`config.mk`:
```
export PLATFORM = sky130hd
export DESIGN_NAME = lir_router
export DESIGN_NICKNAME = d
export VERILOG_FILES = /design/src/rtl/lir_pkg.sv /design/src/rtl/lir_cfg_regs.sv /design/src/rtl/lir_src_decode.sv /design/src/rtl/lir_line_merge.sv /design/src/rtl/lir_router.sv
export SDC_FILE = /design/constraint.sdc
export NUM_CORES = 1
export LEC_CHECK = 0
export ABC_CLOCK_PERIOD_IN_PS = 1310
export CELL_PAD_IN_SITES_DETAIL_PLACEMENT = 1
export CELL_PAD_IN_SITES_GLOBAL_PLACEMENT = 2
export CORE_UTILIZATION = 40
export DETAILED_ROUTE_END_ITERATION = 10
export DONT_BUFFER_PORTS = 1
export GPL_TIMING_DRIVEN = 0
export HOLD_SLACK_MARGIN = 0.08
export MAX_ROUTING_LAYER = met4
export PLACE_DENSITY = 0.77
export SLEW_MARGIN = 10
export SYNTH_ARGS = -nofsm -noshare
export SYNTH_HDL_FRONTEND = slang
export SYNTH_HIERARCHICAL = 1
export SYNTH_SLANG_ARGS = --single-unit
export TNS_END_PERCENT = 20
```
`constraint.sdc`:
```
create_clock -name clk -period 1.31 [get_ports clk]
set_input_delay 0.0655 -clock clk [delete_from_list [all_inputs] [get_ports clk]]
set_output_delay 0.0655 -clock clk [all_outputs]
set_load 0.02 [all_outputs]
```
`src/rtl/lir_pkg.sv`:
```
package lir_pkg;

  // Source indices on src_req
  localparam int unsigned SRC_SER1 = 0;
  localparam int unsigned SRC_SER2 = 1;
  localparam int unsigned SRC_PAR  = 2;
  localparam int unsigned SRC_FLP  = 3;
  localparam int unsigned SRC_IDE  = 4;
  localparam int unsigned SRC_SHA  = 5;
  localparam int unsigned SRC_SHB  = 6;
  localparam int unsigned SRC_SHC  = 7;
  localparam int unsigned SRC_SHD  = 8;
  localparam int unsigned NUM_SRC  = 9;

  // Dword offsets of the configuration space
  localparam logic [7:0] OFS_ENABLE = 8'h58;
  localparam logic [7:0] OFS_TRIG   = 8'h64;
  localparam logic [7:0] OFS_ROUTE  = 8'h68;
  localparam logic [7:0] OFS_SHARED = 8'h6C;

  // Enable byte bit positions (inside bits 23:16 of the enable dword)
  localparam int unsigned EN_BYTE_LSB = 16;
  localparam int unsigned EN_FLP  = 7;
  localparam int unsigned EN_SER1 = 6;
  localparam int unsigned EN_IDE  = 5;
  localparam int unsigned EN_SER2 = 4;
  localparam int unsigned EN_PAR  = 2;

  // Trigger bitmap position in its dword
  localparam int unsigned TRIG_LSB = 24;

  // Held enable flags for the gated peripherals
  typedef struct packed {
    logic flp;
    logic ser1;
    logic ide;
    logic ser2;
    logic par;
  } dev_en_t;

endpackage

```
`src/rtl/lir_cfg_regs.sv`:
```
module lir_cfg_regs
  import lir_pkg::*;
#(
  parameter int unsigned NUM_LINES = 8,
  parameter int unsigned SEL_W     = 4,
  parameter int unsigned ADDR_W    = 8,
  parameter int unsigned DATA_W    = 32
) (
  input  logic                       clk,
  input  logic                       rst_n,
  input  logic                       we,
  input  logic [ADDR_W-1:0]          addr,
  input  logic [DATA_W-1:0]          wdata,
  output dev_en_t                    en_q,
  output logic [NUM_LINES-1:0]       trig_q,
  output logic [NUM_SRC*SEL_W-1:0]   sel_q
);

  localparam int unsigned SEL_BITS = NUM_SRC * SEL_W;

  logic                  aligned;
  logic                  hit_en, hit_trig, hit_route, hit_shared;
  dev_en_t               en_d;
  logic [NUM_LINES-1:0]  trig_d;
  logic [SEL_BITS-1:0]   sel_d;

  // Address decode: only aligned dwords at known offsets are accepted
  always_comb begin
    aligned    = (addr[1:0] == 2'b00);
    hit_en     = we && aligned && (addr == ADDR_W'(OFS_ENABLE));
    hit_trig   = we && aligned && (addr == ADDR_W'(OFS_TRIG));
    hit_route  = we && aligned && (addr == ADDR_W'(OFS_ROUTE));
    hit_shared = we && aligned && (addr == ADDR_W'(OFS_SHARED));
  end

  // Next-state
  always_comb begin
    en_d   = en_q;
    trig_d = trig_q;
    sel_d  = sel_q;
    if (hit_en) begin
      en_d.flp  = wdata[EN_BYTE_LSB + EN_FLP];
      en_d.ser1 = wdata[EN_BYTE_LSB + EN_SER1];
      en_d.ide  = wdata[EN_BYTE_LSB + EN_IDE];
      en_d.ser2 = wdata[EN_BYTE_LSB + EN_SER2];
      en_d.par  = wdata[EN_BYTE_LSB + EN_PAR];
    end
    if (hit_trig) begin
      trig_d = wdata[TRIG_LSB +: NUM_LINES];
    end
    if (hit_route) begin
      sel_d[SRC_SER1*SEL_W +: SEL_W] = wdata[8  +: SEL_W];
      sel_d[SRC_SER2*SEL_W +: SEL_W] = wdata[12 +: SEL_W];
      sel_d[SRC_PAR *SEL_W +: SEL_W] = wdata[16 +: SEL_W];
      sel_d[SRC_FLP *SEL_W +: SEL_W] = wdata[20 +: SEL_W];
      sel_d[SRC_IDE *SEL_W +: SEL_W] = wdata[24 +: SEL_W];
    end
    if (hit_shared) begin
      sel_d[SRC_SHA*SEL_W +: SEL_W] = wdata[0  +: SEL_W];
      sel_d[SRC_SHB*SEL_W +: SEL_W] = wdata[4  +: SEL_W];
      sel_d[SRC_SHC*SEL_W +: SEL_W] = wdata[8  +: SEL_W];
      sel_d[SRC_SHD*SEL_W +: SEL_W] = wdata[12 +: SEL_W];
    end
  end

  // Register
  always_ff @(posedge clk or negedge rst_n) begin
    if (!rst_n) begin
      en_q   <= '0;
      trig_q <= '0;
      sel_q  <= '0;
    end else if (we) begin
      en_q   <= en_d;
      trig_q <= trig_d;
      sel_q  <= sel_d;
    end
  end

endmodule

```
`src/rtl/lir_src_decode.sv`:
```
module lir_src_decode #(
  parameter int unsigned NUM_LINES = 8,
  parameter int unsigned SEL_W     = 4
) (
  input  logic                 req,
  input  logic                 gate,
  input  logic [SEL_W-1:0]     sel,
  output logic [NUM_LINES-1:0] line_vec
);

  // Line 0 is the "unrouted" code; values at or beyond NUM_LINES match nothing.
  always_comb begin
    line_vec = '0;
    for (int l = 1; l < NUM_LINES; l++) begin
      line_vec[l] = req && gate && (sel == SEL_W'(l));
    end
  end

endmodule

```
`src/rtl/lir_line_merge.sv`:
```
module lir_line_merge #(
  parameter int unsigned NUM_LINES = 8,
  parameter int unsigned NUM_IN    = 9
) (
  input  logic                          clk,
  input  logic                          rst_n,
  input  logic [NUM_IN*NUM_LINES-1:0]   src_vecs,
  output logic [NUM_LINES-1:0]          irq_q
);

  logic [NUM_LINES-1:0] irq_d;

  always_comb begin
    irq_d = '0;
    for (int s = 0; s < NUM_IN; s++) begin
      irq_d = irq_d | src_vecs[s*NUM_LINES +: NUM_LINES];
    end
  end

  always_ff @(posedge clk or negedge rst_n) begin
    if (!rst_n) irq_q <= '0;
    else        irq_q <= irq_d;
  end

endmodule

```
`src/rtl/lir_router.sv`:
```
module lir_router
  import lir_pkg::*;
#(
  parameter int unsigned NUM_LINES = 8,
  parameter int unsigned SEL_W     = 4,
  parameter int unsigned ADDR_W    = 8,
  parameter int unsigned DATA_W    = 32
) (
  input  logic                 clk,
  input  logic                 rst_n,
  input  logic                 cfg_we,
  input  logic [ADDR_W-1:0]    cfg_addr,
  input  logic [DATA_W-1:0]    cfg_wdata,
  input  logic [NUM_SRC-1:0]   src_req,
  output logic [NUM_LINES-1:0] irq_req,
  output logic [NUM_LINES-1:0] irq_level
);

  dev_en_t                        en_q;
  logic [NUM_LINES-1:0]           trig_q;
  logic [NUM_SRC*SEL_W-1:0]       sel_q;
  logic [NUM_SRC-1:0]             gate;
  logic [NUM_SRC*NUM_LINES-1:0]   src_vecs;

  lir_cfg_regs #(
    .NUM_LINES (NUM_LINES),
    .SEL_W     (SEL_W),
    .ADDR_W    (ADDR_W),
    .DATA_W    (DATA_W)
  ) u_regs (
    .clk    (clk),
    .rst_n  (rst_n),
    .we     (cfg_we),
    .addr   (cfg_addr),
    .wdata  (cfg_wdata),
    .en_q   (en_q),
    .trig_q (trig_q),
    .sel_q  (sel_q)
  );

  // Shared lines stay ungated; peripherals follow their enable flag
  always_comb begin
    gate           = '1;
    gate[SRC_SER1] = en_q.ser1;
    gate[SRC_SER2] = en_q.ser2;
    gate[SRC_PAR]  = en_q.par;
    gate[SRC_FLP]  = en_q.flp;
    gate[SRC_IDE]  = en_q.ide;
  end

  for (genvar s = 0; s < NUM_SRC; s++) begin : g_src
    lir_src_decode #(
      .NUM_LINES (NUM_LINES),
      .SEL_W     (SEL_W)
    ) u_dec (
      .req      (src_req[s]),
      .gate     (gate[s]),
      .sel      (sel_q[s*SEL_W +: SEL_W]),
      .line_vec (src_vecs[s*NUM_LINES +: NUM_LINES])
    );
  end

  lir_line_merge #(
    .NUM_LINES (NUM_LINES),
    .NUM_IN    (NUM_SRC)
  ) u_merge (
    .clk      (clk),
    .rst_n    (rst_n),
    .src_vecs (src_vecs),
    .irq_q    (irq_req)
  );

  assign irq_level = trig_q;

endmodule

```
After elaboration in Yosys (flattened, before gate mapping) --
Index checks and enable logic that the tools add are counted.
Storage, ports and cells: register bits after elaboration 57, bits of input ports 52, output and inout port bits 16, word-level logic and storage cells 162
Operators by class: equality and inequality tests 67, bitwise gates (word level) 8, reduce and logical (&&, ||, !) cells 78
Operators with widths (number):
- 4-bit by 3-bit equality test with 1-bit output (second input constant) | 36
- 1-bit logical AND | 73
- 4-bit by 2-bit equality test with 1-bit output (second input constant) | 18
- 8-bit OR | 8
- 4-bit by 1-bit equality test with 1-bit output (second input constant) | 9
- 8-bit by 7-bit equality test with 1-bit output (second input constant) | 4
- 2-bit AND reduction | 4
- 2-bit logical NOT | 1

Longest topological paths before layout --
Gate-level depths: netlist (run 1).
depth in word-level cells 10, depth in mapped cells 4, depth with buffers taken out 4

Modules after synthesis --
Netlist (run 1), hierarchy kept.
Modules (own cells, without submodules):
- lir_cfg_regs | times used 1, cells an instance 110, area an instance 1933.1 um2, seq. area each 1226.2 um2
- lir_src_decode | times used 9, cells an instance 14, area an instance 86.3 um2, seq. area each 0.0 um2
- lir_line_merge | times used 1, cells an instance 40, area an instance 360.3 um2, seq. area each 200.2 um2
- lir_router | times used 1, cells an instance 1, area an instance 3.8 um2, seq. area each 0.0 um2

Least setup slack after synthesis (run 1) --
OpenSTA, ideal clock, no wires.
path type input port to flip-flop, start in cfg_addr[7], end reg u_regs.trig_q[0], setup time 125 ps, data arrival time 1046 ps, required time 1185 ps, slack 139 ps, stages on the path 4, path buffers 1, cells stage by stage and4bb_2 > and4b_1 > buf_4 > mux2_2
On the way: word-level cells in the longest chain between the ends 3
Ends and longest elaborated chain:
- from (decl) | RTL line lir_router.sv:12 | input logic [ADDR_W-1:0] cfg_addr,
- 8-bit by 7-bit equality test with 1-bit output | RTL line lir_cfg_regs.sv:31 | hit_trig = we && aligned && (addr == ADDR_W'(OFS_TRIG));
- 1-bit logical AND | RTL line lir_cfg_regs.sv:31
- 2-bit AND reduction (no source line)
- to (signal assigned) | RTL line lir_cfg_regs.sv:74 | trig_q <= trig_d;
- to (decl) | RTL line lir_cfg_regs.sv:15 | output logic [NUM_LINES-1:0] trig_q,
Every way passes these cells. A chain may end at the register's enable or synchronous reset.

Worst setup path after layout (run 1) --
start reg u_regs.sel_q[18], end reg u_merge.irq_q[3]
On the way: word-level cells in the longest chain between the ends 7
Ends and longest elaborated chain:
- from (decl) | RTL line lir_cfg_regs.sv:16 | output logic [NUM_SRC*SEL_W-1:0] sel_q
- from (signal assigned) | RTL line lir_cfg_regs.sv:75 | sel_q <= sel_d;
- 4-bit by 2-bit equality test with 1-bit output | RTL line lir_src_decode.sv:15 | line_vec[l] = req && gate && (sel == SEL_W'(l));
- 1-bit logical AND | RTL line lir_src_decode.sv:15
- via src_vecs[35] | RTL line lir_router.sv:23 | logic [NUM_SRC*NUM_LINES-1:0] src_vecs;
- 8-bit OR (5 in a row) | RTL line lir_line_merge.sv:16 | irq_d = irq_d | src_vecs[s*NUM_LINES +: NUM_LINES];
- via u_merge.irq_d[3] | RTL line lir_line_merge.sv:11 | logic [NUM_LINES-1:0] irq_d;
- to (signal assigned) | RTL line lir_line_merge.sv:22 | else irq_q <= irq_d;
- to (decl) | RTL line lir_line_merge.sv:8 | output logic [NUM_LINES-1:0] irq_q
The timed path passes the listed nets, and every way through them passes these cells.

==> results of run 1 <==
Yosys cell counts:
| cell type | count |
|---|---|
| conb_1 | 10 |
| nor4bb_1 | 1 |
| and4bb_2 | 1 |
| nor3_2 | 9 |
| nor2b_1 | 1 |
| nor4_1 | 8 |
| nand3_1 | 10 |
| nand2b_1 | 18 |
| nand4b_2 | 9 |
| nor3b_4 | 1 |
| buf_6 | 1 |
| dfrtp_1 | 57 |
| nor3_1 | 8 |
| nand2_1 | 9 |
| and4b_1 | 1 |
| buf_4 | 10 |
| nand4bb_1 | 9 |
| buf_2 | 2 |
| nor2_1 | 62 |
| mux2_2 | 39 |
| nand4_4 | 1 |
| mux2_4 | 10 |
worst paths after layout:
path | to | depth (start not counted) | from | slack, ns
min | u_regs/sel_q[21] | 0 | rst_n | -0.58
max reg2reg | u_merge/irq_q[3] | 4 | u_regs/sel_q[18] | 0.04
min reg2reg | u_regs/sel_q[35] | 1 | u_regs/sel_q[35] | 0.52
min in group clk | u_merge/irq_q[5] | 4 | src_req[7] | 0.12
max | u_merge/irq_q[3] | 4 | u_regs/sel_q[18] | 0.04
max in group asynchronous | u_regs/en_q[1] | 0 | rst_n | 1.78
worst register-to-register path, delay by kind of cell, from the launching register on:
kind,cells,cell delay (ns)
flip-flops,1,0.37
AND/OR/NAND/NOR,4,0.75
power groups by stage:
stage | Combinational, mW | Clock [mW] | Sequential (mW)
floorplan | 0.176 | 0 | 1.95
global placement | 0.192 | 0 | 1.97
detailed placement | 0.199 | 0 | 1.97
CTS | 0.292 | 1.69 | 1.94
global route | 0.331 | 1.76 | 1.95
finish | 0.302 | 1.63 | 1.94
what timing repair did:
action	4_1_cts	5_1_grt
setup buffers	0	1
hold endpoints to repair	106	57
setup endpoints to repair	3	7
resized for setup	3	14
pin swaps	0	3
layout make-up:
| class | instances | area, um^2 | area share (%) |
|---|---|---|---|
| timing repair buffer | 35 | 348 | 8.99 |
| tap | 99 | 124 | 3.20 |
| multi-input combinational | 214 | 1680 | 43.3 |
| sequential | 57 | 1430 | 37.0 |
| clock inverter | 7 | 71.3 | 1.84 |
| clock buffer | 9 | 124 | 3.20 |
| buffer | 13 | 96.3 | 2.49 |
metal layers:
| layer | track usage [%] | routed length (um) | vias up |
|---|---|---|---|
| li1 | - | - | 1046 |
| met1 | 24.7 | 3260 | 1057 |
| met2 | 32.8 | 3470 | 56 |
| met3 | 5.03 | 318 | 11 |
| met4 | 8.08 | 127 | 0 |
| met5 | - | 0 | - |
per-stage QoR:
step	setup slack [ns]	cells	setup TNS, ns
floorplan	0.139	284	0
global placement	-0.0240	383	-0.0255
detailed placement	-0.0498	383	-0.177
CTS	0.00147	433	0
global route	-0.0312	434	-0.101
finish	0.0414	434	0
cell families (layout without fill, tap and decap cells):
| kind of cell | count (synthesis) | after routing | synth area share [%] |
|---|---|---|---|
| buf+inv | 13 | 64 | 3.13 |
| flops | 57 | 57 | 46.4 |
| mux | 49 | 49 | 19.2 |
| other cells | 10 | 17 | 1.22 |
| simple gates | 148 | 148 | 30.1 |
sequential cells by signal (all words and copies together) (netlist names):
register and flops:
u_regs/sel_q 36, u_regs/trig_q 8, u_merge/irq_q 8, u_regs/en_q 5
==> summary.md, run 1 <==
| Metric | Value |
|---|---|
| Remaining Overflow, GRT | `0` |
| Cells after synthesis | `277` |
| Failing checks | `negative hold slack` |
| RSZ-0062 raised after global routing | `true` |
| Synthesized area | `3070 um^2` |
| Sw frac | `24.8%` |
| Clk_skew | `0.0104 ns` |
| Hold Crit Class | `in -> async` |
| Syn_area_per_cell | `11.1 um^2` |
| Via count | `2170` |
| Worst EP required | `1.50 ns` |
| Worst path max stage delay | `0.37 ns` |
| Synth Register Bits | `57` |
| Total power draw | `3.88 mW` |
| PortBufs | `0` |
| Post-synth top area cell | `dfrtp_1` |
| # nets final | `382` |
| Crit path capture type | `flip-flop` |
| Largest cells by area after synthesis | `dfrtp_1 (46%), mux2_2 (14%), nor2_1 (7.6%), mux2_4 (4.9%), nand4b_2 (4.4%)` |
| Die area | `8040 um^2` |
| Clock-pin slew on the worst setup and hold paths | `0.08 ns` |
| Power Internal | `2.91 mW` |
| Number of detailed-route iterations in the first pass | `3` |
| Core Util, Final | `52.8%` |
| Post-synth cell types | `22` |
| Initial core utilization | `41.9%` |
| Clock root buffer | `clkbuf_8` |
| Routed wire length | `7170 um` |
| Psw | `0.962 mW` |
| Fin crit share | `96.8%` |
| Total track usage | `20.4%` |
| Fill cells | `783` |
| Max-cap violation count | `0` |
| Static Leak | `1.81 nW` |
| DRC viols | `0` |
| Synth warn | `6` |
| Bufs and invs on worst path | `0` |
| H-tree levels | `3` |
| Core Area | `7330 um^2` |
| Cell Pwr Density | `1000 nW/um^2` |
| Most frequent cells in the layout | `nor2_1 (61), dfrtp_1 (54), mux2_2 (39)` |
| Routed len/inst | `16.5 um` |
| Area Overhead vs Synth | `25.9%` |
| Max Clk Rate | `788 MHz` |
| Fin. Hold Viols | `57` |
| Iter 0 DRT Violations | `43` |
| Crit path kind | `reg -> reg` |
| Power share of the clock group | `42.1%` |
| Vias in the first global route | `2381` |
| CP max FO | `3` |
| Largest net degree at the start of global routing | `58` |
| Critical Path AT | `1.46 ns` |
| Slew Limit Fails | `0` |
| Slowest-stage cell, CP | `dfrtp_1` |
| Row Count | `31` |
| Most common cell after layout, fill and taps aside | `nor2_1` |
| Status | `finished, violations left` |
| Hold_buf cts | `34` |
| Yosys top cell area share | `46.4%` |
| Sequential share of power | `50.1%` |
| Count of clock tree sinks | `57` |
| Vias per inst | `5.00` |
| Max clock buf depth | `2` |
| # IOs | `68` |
| CTS tree | `built` |
| Final setup violation count | `0` |
| Die span in y | `89.7 um` |
| Critical Path, Cell by Cell | `nand4bb_1 > nor2_1 > nor4_2 > nand3_1` |
| Top delay family on crit path | `simple AND/OR/NAND/NOR gates` |
| Inserted Clock Buffers | `9` |
| Startpoint Class | `flip-flop` |
| Routability Congestion | `0.793` |
| Worst VDD drop | `820 uV` |
| Worst-Skew Late Latency | `0.34 ns` |
| Fraction of layout cells with a size suffix above 1 | `34.0%` |
| Dpl cell area | `3220 um^2` |
| Hold Worst Slack | `-0.583 ns` |
| Min cycle time layout | `1.27 ns` |
| Inserted Diodes | `0` |
| Gate power share | `7.8%` |
| Post-synthesis sequential area ratio | `46.4%` |
| Die width | `89.7 um` |
| First-pass GRT wire length | `11600 um` |
| Final HPWL DP | `5340 um` |
| Routed Antenna Nets | `0` |
| Design area | `3870 um^2` |
| Initial antenna violation count | `0` |
Power figures use the tool's default switching activity.
==> run 2, diff against run 1 <==
- CORE_ASPECT_RATIO: default -> 2
==> run 2 against run 1 <==
Against the previous run: the run still ends with negative hold slack left; die area grew 0.27%; power grew 33%; largest cell class unchanged; largest power group is now the clock network; critical path depth is the same; hold slack gained 0.010 ns.
==> summary.md, run 2 (same netlist as run 1, synthesis figures left out) <==
| Metric | Value |
|---|---|
| Status | `finished, violations left` |
| Failing checks | `negative hold slack` |
| Initial antenna violation count | `0 (unchanged)` |
| Routed len/inst | `17.9 um (+8.2%)` |
| Max-cap violation count | `0 (unchanged)` |
| Worst path max stage delay | `0.36 ns (about the same)` |
| Die area | `8060 um^2 (+0.27%)` |
| Row Count | `44 (+42%)` |
| Hold Worst Slack | `-0.572 ns (+0.0103 ns)` |
| H-tree levels | `3 (unchanged)` |
| Postcts setup bufs | `0 (unchanged)` |
| Number of detailed-route iterations in the first pass | `4 (+1)` |
| Static Leak | `1.86 nW (+2.9%)` |
| Setup crit start | `u_regs/sel_q[27]` |
| Reg2reg setup slack | `0.08 ns (+0.04 ns)` |
| Registers with the most flip-flops | `u_regs/sel_q: 36 flops, u_merge/irq_q: 8 flops, u_regs/trig_q: 8 flops` |
| Fraction of layout cells with a size suffix above 1 | `31.6% (-2.4 points)` |
| # nets final | `380 (-0.52%)` |
| Routed wire length | `7590 um (+5.7%)` |
| Cell Pwr Density | `1300 nW/um^2 (+30%)` |
| Die span in y | `126 um (+41%)` |
| Worst-Skew Late Latency | `0.33 ns (about the same)` |
| Fin crit share | `93.9% (-3.0 points)` |
| Fill cells | `782 (-0.13%)` |
| Final setup violation count | `0 (unchanged)` |
| Inserted Clock Buffers | `9 (unchanged)` |
| Crit path depth | `4 (unchanged)` |
| Worst EP required | `1.50 ns (about the same)` |
| Final HPWL DP | `5670 um (+6.2%)` |
| # IOs | `68 (unchanged)` |
| Startpoint Class | `flip-flop` |
| Vias in the first global route | `2524 (+6.0%)` |
| Min cycle time layout | `1.23 ns (-0.0389 ns)` |
| Hold Crit Class | `in -> async` |
| Vias per inst | `5.17 (+3.4%)` |
| CTS tree | `built` |
| Core Area | `7320 um^2 (-0.12%)` |
| Critical path endpoint | `u_merge/irq_q[4]` |
| CP max FO | `4 (+1)` |
| Area Overhead vs Synth | `28.4%` |
| Largest net degree at the start of global routing | `58 (unchanged)` |
| Fin. Hold Viols | `57 (unchanged)` |
| Slew Limit Fails | `0 (unchanged)` |
| Top reg by flops | `u_regs/sel_q` |
| Crit path capture type | `flip-flop` |
| Crit Reg-Reg Startpoint | `u_regs/sel_q[27]` |
| Critical Path AT | `1.42 ns (-0.04 ns)` |
| Total track usage | `21.8% (+1.4 points)` |
| Core Util, Final | `53.9% (+1.1 points)` |
| Clk_skew | `0.00509 ns (-0.00533 ns)` |
| Routability Congestion | `0.827 (+4.4%)` |
| Clock root buffer | `clkbuf_16` |
| DRC viols | `0 (unchanged)` |
| PortBufs | `0 (unchanged)` |
| Remaining Overflow, GRT | `0 (unchanged)` |
| Most common cell after layout, fill and taps aside | `nor2_1` |
| Most frequent cells in the layout | `nor2_1 (62), dfrtp_1 (56), mux2_2 (39)` |
| Reg2reg end | `u_merge/irq_q[4]` |
| Routed Antenna Nets | `0 (unchanged)` |
| Slowest-stage cell, CP | `dfrtp_1` |
| RSZ-0062 raised after global routing | `true` |
| Total power draw | `5.14 mW (+33%)` |
| Clock-pin slew on the worst setup and hold paths | `0.05 ns (-0.03 ns)` |
| Initial core utilization | `42.0% (+0.050 points)` |
| Hold_buf cts | `33 (-2.9%)` |
| Crit path kind | `reg -> reg` |
| Worst VDD drop | `825 uV (+0.66%)` |
| Die width | `64.0 um (-29%)` |
| Count of clock tree sinks | `57 (unchanged)` |
| Critical Path, Cell by Cell | `nand4b_2 > nor3_2 > nor4_2 > nand3_1` |
| Bufs and invs on worst path | `0 (unchanged)` |
| Reg2Reg Depth | `4 (unchanged)` |
| Via count | `2193 (+1.1%)` |
| Inserted Diodes | `0 (unchanged)` |
| Max Clk Rate | `813 MHz (+3.2%)` |
| Top delay family on crit path | `simple AND/OR/NAND/NOR gates` |
| Max clock buf depth | `2 (unchanged)` |
| First-pass GRT wire length | `12600 um (+8.0%)` |
| Number of flip-flops in the largest register | `36 (unchanged)` |
| Iter 0 DRT Violations | `56 (+30%)` |
run 2: cell types whose count changed in the layout (fill, tap and decap cells not counted), moves of 3 or more:
| cell | delta |
|---|---|
| clkbuf_16 | +9 |
| clkbuf_8 | -8 |
| bufinv_16 | +3 |
| nor4_1 | +3 |
run 2: final cells by class:
type / count / area, um^2 / share of cell area [%]
Tap cell: 92 / 115 / 2.92
Sequential cell: 57 / 1430 / 36.2
Buffer: 13 / 96.3 / 2.44
Clock inverter: 5 / 128 / 3.23
Multi-Input combinational cell: 214 / 1610 / 40.8
Clock buffer: 10 / 239 / 6.05
Timing Repair Buffer: 33 / 330 / 8.37
run 2: worst min-delay path by stage:
stage	to	cells past startpoint	from
after floorplan	u_merge/irq_q[0]	0	rst_n
after global placement	u_regs/sel_q[31]	0	rst_n
after detailed placement	u_regs/sel_q[31]	0	rst_n
after CTS	u_regs/sel_q[31]	0	rst_n
after global routing	u_regs/sel_q[31]	0	rst_n
final	u_regs/sel_q[31]	0	rst_n
run 2: repair_timing:
| action | CTS | global route |
|---|---|---|
| setup endpoints to repair | 1 | 5 |
| hold endpoints to repair | 106 | 57 |
| gates resized for setup | 1 | 6 |
| cloned | 0 | 0 |
| pin swaps | 0 | 1 |
run 2: report_power, final:
part           total [mW]  leakage, nW  switching [mW]  internal, mW
clock                2.90        0.175           0.808          2.09
combinational       0.294        0.908          0.0997         0.194
sequential           1.95        0.780           0.103          1.84
total                5.14         1.86            1.01          4.13
run 2: stage by stage:
| stage | worst slack [ns] | cell area (um^2) | TNS (ns) | hold WS (ns) | std cells |
|---|---|---|---|---|---|
| 2_1_floorplan | 0.139 | 3100 | 0 | -0.230 | 284 |
| 3_3_place_gp | -0.0573 | 3220 | -0.326 | -0.228 | 376 |
| 3_5_place_dp | -0.0560 | 3220 | -0.386 | -0.228 | 376 |
| 4_1_cts | 0.0118 | 3920 | 0 | -0.587 | 424 |
| 5_1_grt | -0.0205 | 3950 | -0.0205 | -0.589 | 424 |
| 6_report | 0.0803 | 3950 | 0 | -0.572 | 424 |
run 2: layer usage:
layer	routed length [um]	vias up	global-route usage, %
li1	-	1036	-
met1	2620	1085	20.6
met2	4360	55	39.1
met3	318	17	5.89
met4	278	0	11.2
met5	0	-	-
==> run 3, diff against run 2 <==
- CORE_MARGIN: default -> 2
==> run 3 against run 2 <==
Against the previous run: the flow still finishes with violations (negative hold slack); design area is 1.8% higher; power is 1.3% lower; sequential cell count stayed put; via count is 1.5% higher; die area is 4.8% higher; largest cell class unchanged; largest power group unchanged.
==> summary.md, run 3 (same netlist as run 1, synthesis figures left out) <==
| Metric | Value |
|---|---|
| Core Area | `7540 um^2 (+3.0%)` |
| Clk_skew | `0.00955 ns (+0.00446 ns)` |
| M1 wire length | `2710 um (+3.2%)` |
| Die span in y | `128 um (+1.6%)` |
| Met3 WL post-DR | `344 um (+8.2%)` |
| First-pass GRT wire length | `12500 um (-0.66%)` |
| Status | `finished, violations left` |
| Top routing layer used | `met4` |
| Failing checks | `negative hold slack` |
| Routed Antenna Nets | `0 (unchanged)` |
| Hold Crit Class | `in -> async` |
| Vias in the first global route | `2522 (-0.079%)` |
| Register area | `1430 um^2 (about the same)` |
| Fin crit share | `96.6% (+2.7 points)` |
| Slew Limit Fails | `0 (unchanged)` |
| CTS tree | `built` |
| Multi-input logic area | `1680 um^2 (+4.0%)` |
| Routed len/inst | `17.7 um (-0.82%)` |
| Routed wire length | `7590 um (+0.12%)` |
| Initial antenna violation count | `0 (unchanged)` |
| Max Clk Rate | `790 MHz (-2.8%)` |
| RSZ-0062 raised after global routing | `true` |
| Routability Congestion | `0.763 (-7.8%)` |
| Critical Path AT | `1.45 ns (+0.03 ns)` |
| Final TNS setup | `0 ns (unchanged)` |
| Row Count | `45 (+2.3%)` |
| Fill cells | `818 (+4.6%)` |
| Largest net degree at the start of global routing | `58 (unchanged)` |
| Die width | `66.0 um (+3.1%)` |
| Cell Pwr Density | `1260 nW/um^2 (-3.1%)` |
| Count of clock tree sinks | `57 (unchanged)` |
| # nets final | `381 (+0.26%)` |
| Crit path kind | `reg -> reg` |
| Fraction of layout cells with a size suffix above 1 | `33.5% (+1.9 points)` |
| DRC viols | `0 (unchanged)` |
| Vias per inst | `5.20 (+0.51%)` |
| Placed Instances | `378 (+0.53%)` |
| Initial core utilization | `40.7% (-1.2 points)` |
| Inserted Clock Buffers | `9 (unchanged)` |
| Fin. Hold Viols | `57 (unchanged)` |
| Remaining Overflow, GRT | `0 (unchanged)` |
| Worst EP required | `1.49 ns (about the same)` |
| Area Overhead vs Synth | `30.8%` |
| Final setup violation count | `0 (unchanged)` |
| Most frequent cells in the layout | `nor2_1 (62), dfrtp_1 (55), mux2_2 (39)` |
| # IOs | `68 (unchanged)` |
| Max clock buf depth | `2 (unchanged)` |
| Crit path capture type | `flip-flop` |
| Worst VDD drop | `783 uV (-5.1%)` |
| Final HPWL DP | `5540 um (-2.3%)` |
| Startpoint Class | `flip-flop` |
| Iter 0 DRT Violations | `92 (+64%)` |
| Die area | `8450 um^2 (+4.8%)` |
| Clock root buffer | `clkbuf_16` |
| Most common cell after layout, fill and taps aside | `nor2_1` |
| Total track usage | `20.6% (-1.2 points)` |
| Via count | `2225 (+1.5%)` |
| Clock-pin slew on the worst setup and hold paths | `0.06 ns (about the same)` |
| CP max FO | `3 (-1)` |
| Registers with the most flip-flops | `u_regs/sel_q: 36 flops, u_merge/irq_q: 8 flops, u_regs/trig_q: 8 flops` |
| PnR worst setup slack | `0.0446 ns (-0.0357 ns)` |
| Min cycle time layout | `1.27 ns (+0.0357 ns)` |
| Hold Worst Slack | `-0.575 ns (-0.00312 ns)` |
| Hold_buf cts | `33 (unchanged)` |
| Setup WS pre-CTS | `-0.254 ns (-0.198 ns)` |
| Layout Cells excl Fill | `428 (+0.94%)` |
| Top reg by flops | `u_regs/sel_q` |
| Worst-Skew Late Latency | `0.33 ns (about the same)` |
| DR WL met2 | `4320 um (-1.0%)` |
| Number of detailed-route iterations in the first pass | `4 (unchanged)` |
| Inserted Diodes | `0 (unchanged)` |
| Static Leak | `1.88 nW (+1.1%)` |
| PortBufs | `0 (unchanged)` |
| H-tree levels | `3 (unchanged)` |
| Number of flip-flops in the largest register | `36 (unchanged)` |
| Max-cap violation count | `0 (unchanged)` |
-- run 3: changes by cell type in the layout (fill, tap and decap cells not counted), moves of 2 or more --
cell	previous run	this run
clkbuf_8	1	3
nand4bb_1	9	7
nand4bb_4	0	2
nor4_1	4	1
nor4_2	4	6
-- run 3: where the power goes --
part	internal (mW)	switching [mW]	total, mW
combinational	0.205	0.101	0.306
sequential	1.84	0.102	1.95
clock	2.01	0.807	2.82
-- run 3: worst max-delay path, cell delays in order (launching register included) --
cell       delay, ns
dfrtp_1         0.41
nand4bb_1       0.17
nor2_1          0.07
nor4_2          0.33
nand3_1         0.14
-- run 3: layout make-up --
| cell class | count | share of cell area, % |
|---|---|---|
| multi-input combinational | 214 | 41.7 |
| sequential | 57 | 35.5 |
| timing repair buffer | 34 | 8.40 |
| clock buffer | 12 | 6.63 |
| tap | 94 | 2.92 |
| clock inverter | 4 | 2.43 |
| buffer | 13 | 2.40 |
-- run 3: timing repair --
action / 4_1_cts / 5_1_grt
setup buffers: 0 / 1
endpoints found under the hold margin: 106 / 57
resized for setup: 7 / 7
gates cloned: 0 / 0
pin swaps: 1 / 8
endpoints found under the setup margin: 5 / 6
-- run 3: stage by stage --
| stage | total power [mW] | instance area, um^2 | util [%] | hold slack, ns |
|---|---|---|---|---|
| after global placement | 2.16 | 3220 | 42.7 | -0.229 |
| after detailed placement | 2.17 | 3220 | 42.7 | -0.228 |
| after CTS | 5.11 | 3970 | 52.6 | -0.587 |
| final | 5.07 | 4020 | 53.3 | -0.575 |
| after global routing | 5.23 | 4020 | 53.3 | -0.591 |
| after floorplan | 2.12 | 3100 | - | -0.230 |
-- run 3: path summary, 6_finish.rpt --
path	slack, ns	start	cells past startpoint	endpoint
max	0.04	u_regs/en_q[2]	4	u_merge/irq_q[2]
min	-0.58	rst_n	0	u_regs/sel_q[2]
max reg2reg	0.04	u_regs/en_q[2]	4	u_merge/irq_q[2]
min reg2reg	0.53	u_regs/sel_q[19]	1	u_regs/sel_q[19]
max in group asynchronous	1.78	rst_n	0	u_regs/sel_q[24]
min in group clk	0.09	cfg_addr[3]	2	u_regs/sel_q[22]
-- run 3: layer usage --
layer	track usage, %	up-vias
met5	-	-
met3	4.92	17
met4	9.60	0
met1	21.0	1103
met2	36.4	61
li1	-	1044
